==> src/rtl/v86_pkg.sv <==
package v86_pkg;

    localparam int PL_W = 2;
    localparam logic [PL_W-1:0] PL_KERNEL = '0;
    localparam logic [PL_W-1:0] PL_USER   = '1;

    typedef enum logic [1:0] {
        GK_INTR  = 2'b00,
        GK_TRAP  = 2'b01,
        GK_TSS   = 2'b10,
        GK_OTHER = 2'b11
    } gate_kind_e;

    typedef enum logic [2:0] {
        EV_NONE,
        EV_INTR,
        EV_TASK,
        EV_IRET,
        EV_POPF
    } event_e;

    typedef struct packed {
        gate_kind_e        kind;
        logic              is32;
        logic              conforming;
        logic [PL_W-1:0]   dpl;
    } gate_desc_t;

    typedef struct packed {
        logic              vm;
        logic [PL_W-1:0]   cpl;
        logic              saved_vm;
    } mode_state_t;

    function automatic logic exit_gate_ok(gate_desc_t g);
        logic via_gate;
        via_gate = (g.kind == GK_INTR || g.kind == GK_TRAP)
                   && !g.conforming && (g.dpl == PL_KERNEL);
        return g.is32 && (via_gate || g.kind == GK_TSS);
    endfunction

endpackage

==> src/rtl/v86_event_arbiter.sv <==
module v86_event_arbiter
    import v86_pkg::*;
#(
    parameter int N_EV = 4
) (
    input  logic [N_EV-1:0] strobes,
    output event_e          winner
);
    localparam event_e ORDER [4] = '{EV_INTR, EV_TASK, EV_IRET, EV_POPF};

    logic [N_EV-1:0] grant;

    generate
        for (genvar i = 0; i < N_EV; i++) begin : g_pri
            if (i == 0) begin : g_top
                assign grant[i] = strobes[i];
            end else begin : g_rest
                assign grant[i] = strobes[i] && (strobes[i-1:0] == '0);
            end
        end
    endgenerate

    always_comb begin
        winner = EV_NONE;
        for (int i = 0; i < N_EV; i++) begin
            if (grant[i]) winner = ORDER[i];
        end
    end
endmodule

==> src/rtl/v86_transition.sv <==
module v86_transition
    import v86_pkg::*;
(
    input  event_e          ev,
    input  mode_state_t     cur,
    input  logic            img_vm,
    input  logic [PL_W-1:0] img_cpl,
    input  gate_desc_t      gate,
    output mode_state_t     nxt,
    output logic            acc,
    output logic            gp
);
    logic exit_ok;
    assign exit_ok = exit_gate_ok(gate);

    always_comb begin
        nxt = cur;
        acc = 1'b0;
        gp  = 1'b0;
        unique case (ev)
            EV_INTR: begin
                if (cur.vm) begin
                    if (exit_ok) begin
                        nxt.vm       = 1'b0;
                        nxt.cpl      = PL_KERNEL;
                        nxt.saved_vm = 1'b1;
                        acc          = 1'b1;
                    end else begin
                        gp = 1'b1;
                    end
                end else begin
                    nxt.cpl      = gate.dpl;
                    nxt.saved_vm = 1'b0;
                    acc          = 1'b1;
                end
            end
            EV_TASK: begin
                if (cur.vm) begin
                    gp = 1'b1;
                end else begin
                    nxt.vm  = img_vm;
                    nxt.cpl = img_vm ? PL_USER : img_cpl;
                    acc     = 1'b1;
                end
            end
            EV_IRET: begin
                if (!cur.vm) begin
                    if (!img_vm) begin
                        nxt.cpl = img_cpl;
                        acc     = 1'b1;
                    end else if (cur.cpl == PL_KERNEL) begin
                        nxt.vm  = 1'b1;
                        nxt.cpl = PL_USER;
                        acc     = 1'b1;
                    end
                end
            end
            default: ;
        endcase
    end
endmodule

==> src/rtl/v86_mode_ctrl.sv <==
module v86_mode_ctrl
    import v86_pkg::*;
(
    input  logic            clk,
    input  logic            rst,
    input  logic            ev_intr,
    input  logic            ev_task,
    input  logic            ev_iret,
    input  logic            ev_popf,
    input  logic            img_vm,
    input  logic [1:0]      img_cpl,
    input  logic [1:0]      gate_kind,
    input  logic            gate_is32,
    input  logic            tgt_conforming,
    input  logic [1:0]      tgt_dpl,
    output logic            vm,
    output logic [1:0]      cpl,
    output logic            saved_vm,
    output logic            accept,
    output logic            gp_fault
);
    event_e      ev_sel;
    gate_desc_t  gate;
    mode_state_t cur_q, nxt_d;
    logic        acc_d, gp_d;

    assign gate = '{kind: gate_kind_e'(gate_kind), is32: gate_is32,
                    conforming: tgt_conforming, dpl: tgt_dpl};

    v86_event_arbiter #(.N_EV(4)) u_arb (
        .strobes ({ev_popf, ev_iret, ev_task, ev_intr}),
        .winner  (ev_sel)
    );

    v86_transition u_trans (
        .ev      (ev_sel),
        .cur     (cur_q),
        .img_vm  (img_vm),
        .img_cpl (img_cpl),
        .gate    (gate),
        .nxt     (nxt_d),
        .acc     (acc_d),
        .gp      (gp_d)
    );

    always_ff @(posedge clk) begin
        if (rst) begin
            cur_q    <= '{vm: 1'b0, cpl: PL_KERNEL, saved_vm: 1'b0};
            accept   <= 1'b0;
            gp_fault <= 1'b0;
        end else begin
            cur_q    <= nxt_d;
            accept   <= acc_d;
            gp_fault <= gp_d;
        end
    end

    assign vm       = cur_q.vm;
    assign cpl      = cur_q.cpl;
    assign saved_vm = cur_q.saved_vm;
endmodule

==> config.mk <==
export PLATFORM = sky130hd
export DESIGN_NAME = v86_mode_ctrl
export DESIGN_NICKNAME = d
export VERILOG_FILES = /design/src/rtl/v86_pkg.sv /design/src/rtl/v86_event_arbiter.sv /design/src/rtl/v86_transition.sv /design/src/rtl/v86_mode_ctrl.sv
export SDC_FILE = /design/constraint.sdc
export NUM_CORES = 1
export LEC_CHECK = 0
export BUFFER_PORTS_ARGS = -buffer_cell sky130_fd_sc_hd__clkbuf_2
export CAP_MARGIN = 5
export CORE_AREA = 2 2 39 41
export CTS_CLUSTER_SIZE = 20
export DETAILED_ROUTE_END_ITERATION = 6
export DIE_AREA = 0 0 41 43
export PLACE_DENSITY = 0.56
export REMOVE_ABC_BUFFERS = 1
export SLEW_MARGIN = 10
export SYNTH_ARGS = -nofsm -noshare
export SYNTH_HDL_FRONTEND = slang
export SYNTH_SLANG_ARGS = --single-unit
==> constraint.sdc <==
create_clock -name clk -period 3.1 [get_ports clk]
set_clock_uncertainty 0.1 [all_clocks]
set_input_delay 0.465 -clock clk [delete_from_list [all_inputs] [get_ports clk]]
set_output_delay 0.465 -clock clk [all_outputs]
set_load 0.005 [all_outputs]
# Word level (Yosys, flattened, before mapping)
# Cells that the tools add are included.
# Widths: inputs -> output; s select.
dict set report word_totals {
  register_bits 6
  input_bits 15
  word_cells 58
}
dict set report classes {
  n_eq_ne 10
  muxes 25
  n_bitwise 1
  reduce_logical 17
}
# cell count
set op_table {}
lappend op_table {{$mux 3} 5}
lappend op_table {{$mux 1} 12}
lappend op_table {{$pmux 3 s3} 1}
lappend op_table {{$logic_not 2->1} 4}
lappend op_table {{$mux 2} 4}
lappend op_table {{$eq 3x2->1 const B} 2}
lappend op_table {{$logic_and 1x1->1} 6}
lappend op_table {{$ne 3x2->1 const B} 2}
lappend op_table {{$reduce_and 5->1} 1}
lappend op_table {{$mux 4} 1}
lappend op_table {{$ne 2x2->1 const B} 2}
lappend op_table {{$eq 3x1->1 const B} 1}
lappend op_table {{$logic_not 3->1} 1}
lappend op_table {{$pmux 1 s3} 1}
lappend op_table {{$reduce_bool 3->1} 1}
lappend op_table {{$eq 2x1->1 const B} 1}
lappend op_table {{$eq 2x2->1 const B} 1}
lappend op_table {{$logic_or 1x1->1} 2}
lappend op_table {{$ne 2x1->1 const B} 1}
lappend op_table {{$pmux 1 s2} 1}
lappend op_table {{$reduce_and 2->1} 1}
lappend op_table {{$logic_not 1->1} 1}
lappend op_table {{$not 1->1} 1}

# Longest topological paths before layout
dict set report depth {
  word_depth 9
  mapped_depth 4
}

# Cells and area by module
# Synthesis repeated with hierarchy kept, for this count alone.
dict set report unflattened {
  hier_cells 57
  area_unflattened_um2 466.7
}
# module instances cells_per_inst area_each_um2 seq_area_each_um2
set modules_own_cells {}
lappend modules_own_cells {v86_transition 1 40 275.3 0.0}
lappend modules_own_cells {v86_mode_ctrl 1 12 157.7 120.1}
lappend modules_own_cells {v86_event_arbiter 1 5 33.8 0.0}

# Worst setup path after synthesis
# Ideal clock, no wire load.
dict set report synth_timing {
  path_kind {input to register}
  start {input port gate_kind[1]}
  end {register cur_q, in the netlist cpl[0]}
  setup_ps 124
  t_arrival_ps 1380
  required_ps 2876
  setup_slack_ps 1496
  path_stages 4
  path_buffers 0
  path_cell_list {or4_4 -> a21oi_4 -> o21ai_2 -> mux2i_1}
}
dict set report synth_between {
  elab_chain_len 8
  word_cells_on_any_way 10
  classes_between {eq/ne: 3; reduce/logical: 7}
}
# item line
set synth_lines {}
lappend synth_lines {{start: declaration} v86_mode_ctrl.sv:12} ;# input logic [1:0] gate_kind,
lappend synth_lines {{$eq 2x1->1 / $logic_not 2->1 (equally long branches)} v86_pkg.sv:37} ;# via_gate = (g.kind == GK_INTR || g.kind == GK_TRAP)
lappend synth_lines {{$logic_or 1x1->1} v86_pkg.sv:37}
lappend synth_lines {{$logic_and 1x1->1 (2 in series)} v86_pkg.sv:38} ;# && !g.conforming && (g.dpl == PL_KERNEL);
lappend synth_lines {{$logic_or 1x1->1 (*)} v86_pkg.sv:39} ;# return g.is32 && (via_gate || g.kind == GK_TSS);
lappend synth_lines {{$logic_and 1x1->1 (*)} v86_pkg.sv:39}
lappend synth_lines {{$ne 3x2->1 (no line) (*)} --}
lappend synth_lines {{$reduce_and 5->1 (no line) (*)} --}
lappend synth_lines {{end signal: assignment} v86_mode_ctrl.sv:48} ;# cur_q <= '{vm: 1'b0, cpl: PL_KERNEL, saved_vm: 1'b0};
lappend synth_lines {{end signal: assignment} v86_mode_ctrl.sv:52} ;# cur_q <= nxt_d;
lappend synth_lines {{end: declaration} v86_mode_ctrl.sv:24} ;# mode_state_t cur_q, nxt_d;
# Every way passes the cells marked *; elsewhere a longest branch is shown, timed or not.
# A chain may end at the register's enable or synchronous reset.

# Worst setup path in the final report
dict set report layout_timing {
  start {input port gate_kind[1]}
  end {register cur_q, in the netlist cpl[1]}
}
# Same word-level chain as after synthesis.

==> reports/results.ini <==
[outcome]
status=finished clean

[setup_path]
worst_ep_arrival_time_ps=1540
reg2reg_to=cpl[0]
r2r_start=cpl[0]
path_max_fanout=4
cp_slowest_cell=or4_4
worst_setup_path_end_kind=flip-flop
slowest_delay_ps=540
reg2reg_slack_ps=1780
rr_worst_depth=4
critPathKind=input pin to flip-flop
crit_required_ps=3120
critPathLaunchType=input pin
crit_chain=clkbuf_2, or4_4, a21oi_4, o21ai_2, mux2i_1

[grt]
grt_usage=0.109
grt_busiest_layer=met2
grt_pass1_vias=318
grt_pass1_wl_um=1260
antenna_found_initial=0
grt-ovfl-total=0
grtUsageMet3=0.0209
grt_use_met2=0.147
grt_max_degree=8
use_met1=0.128

[route]
drt_first_iter_violations=3
remaining_drc_errors=0
wl_per_cell_um=9.75
viasPerCell=4.60
antenna_left=0
via_count=354
finalWirelength_um=751
first_pass_iters=4

[yosys]
ys_types=20
ys_ff_latch=6
synth_area_um2=338
synth_seq_area_share=0.356
synth_warnings=0
synth_cells=39
avgSynthCellArea_um2=8.66

[floorplanning]
die_area_um2=1760
dieWidth_um=41
row_count=14
core-area_um2=1380
initial_core_util=0.244
fp.dieH_um=43
ios=21

[worst_hold_path]
min-delay-start=cpl[0]
min_path_type=flip-flop to flip-flop
hold_depth=2
min_to=cpl[0]

[layout]
final_core_util=0.344
nNetsFinal=78
drive_above_1_share=0.443
antenna_cells=0
area_delta_synth_final_pct=40.7
postLayoutCellArea_um2=475

[clocking]
holdBufCountCts=0
cts_repair_resize_count=0
h-tree-depth=1
cts_tree=built
cts-root-buf=clkbuf_4
clkLatencyLatePin_ps=240
cts_num_sinks=6
cts_made_buffers=3
clk_pin_slew_ps=50
clockBufferDepth=2
cts_setup_buffers=0

[place]
port_buffers=19
post-place-ws_ps=1340
hpwl_um=614
place_area_um2=453
gp_congestion=0.726

[flow_run]
drv_cap=0

[power]
powerDensity_nw_per_um2=433
p_leak_nw=0.209
p_seq_frac=0.424
p_comb_frac=0.225
intPower_mw=0.151
power_switching_mw=0.0554
clkPwrFrac=0.351
vdd_ir_drop_max_mv=0.104
switching_share=0.269

[timing]
grt_setup_unrepaired=no
fmax_mhz=661
setup_violations=0
fin_crit_ps=1510
maxSlewHeadroom=0.781
hold_viol_final=0
tightestPinTransition_ps=326
slew_violations=0
tns_ps=0
hold_ws_ps=389
min_period_over_period=0.488
timing.final.ws_setup_ps=1590

[worst max path at each step]
stage            startpoint  endpoint  cells after the start
2_1_floorplan  gate_kind[1]    cpl[0]                      4
6_report       gate_kind[1]    cpl[1]                      5
3_3_place_gp   gate_kind[1]    cpl[0]                      5
3_5_place_dp   gate_kind[1]    cpl[0]                      5
5_1_grt        gate_kind[1]    cpl[0]                      5
4_1_cts        gate_kind[1]    cpl[0]                      5
[worst max-delay path: cells and delay by family]
kind,cells,cell delay (ps)
mux,1,130
compound gates,2,330
simple gates,1,540
buf+inv,1,80
[cells in the mapped netlist]
| library cell | n | area share |
|---|---|---|
| o21bai_1 | 1 | 0.022 |
| and2_1 | 2 | 0.037 |
| or2b_1 | 1 | 0.022 |
| nor4b_1 | 1 | 0.026 |
| dfxtp_1 | 6 | 0.36 |
| o21ai_0 | 2 | 0.030 |
| a21oi_4 | 1 | 0.048 |
| a311oi_1 | 2 | 0.052 |
| nor3_2 | 1 | 0.030 |
| o21ai_2 | 1 | 0.026 |
| or4_4 | 1 | 0.033 |
| nand2b_1 | 3 | 0.056 |
| a21oi_1 | 2 | 0.030 |
| nor2b_1 | 1 | 0.019 |
| nand3_1 | 1 | 0.015 |
| nand2_1 | 1 | 0.011 |
| nor2_1 | 6 | 0.067 |
| nor3_1 | 3 | 0.044 |
| or2_2 | 1 | 0.019 |
| mux2i_1 | 2 | 0.059 |
[sequential cells by signal (all words and copies together), names as in the netlist]
signal and cells:
gp_fault 1, saved_vm 1, accept 1, cpl 2
vm 1
[cells in the final DEF, fill, tap and decap left out, types with 2 or more instances in the layout]
master / n
mux2i_1: 2
nor3_1: 3
and2_1: 2
a21oi_1: 2
nor2_1: 6
dfxtp_1: 6
clkbuf_2: 19
o21ai_0: 2
nand2b_1: 3
clkbuf_4: 3
a311oi_1: 2
[routing by layer]
metal | part of all wire | wire (um) | vias to the layer above
li1 | - | - | 187
met1 | 0.45 | 338 | 151
met2 | 0.45 | 340 | 14
met3 | 0.076 | 57 | 2
met4 | 0.019 | 14 | 0
met5 | 0 | 0 | -
[metrics by stage]
step / power (mW) / instances
finish: 0.206 / 77
CTS: 0.210 / 77
global route: 0.221 / 77
detailed placement: 0.135 / 74
floorplan: 0.114 / 39
global placement: 0.135 / 74
[power groups by stage]
stage	clock [mW]	sequential (mW)	combinational (mW)
after floorplan	0	0.0890	0.0250
after detailed placement	0	0.0888	0.0466
after global routing	0.0805	0.0881	0.0528
after CTS	0.0757	0.0874	0.0467
after global placement	0	0.0885	0.0461
final	0.0723	0.0874	0.0463
[area by class of cell]
class	instances	area [um^2]
Timing Repair Buffer	19	95.1
Fill cell	156	908
Tap cell	16	20.0
Clock buffer	3	22.5
Multi-Input combinational cell	33	218
Sequential cell	6	120
[cell families (layout without fill, tap and decap cells)]
kind of cell           count (synthesis)  after routing  share of synthesized area
AND/OR/NAND/NOR                       22             22                      0.378
AO/OA/AOI/OAI                          9              9                      0.207
flip-flops                             6              6                      0.356
multiplexers                           2              2                     0.0593
buffers and inverters                  0             22                          0
Note: power is estimated with default switching activity, not from simulation.
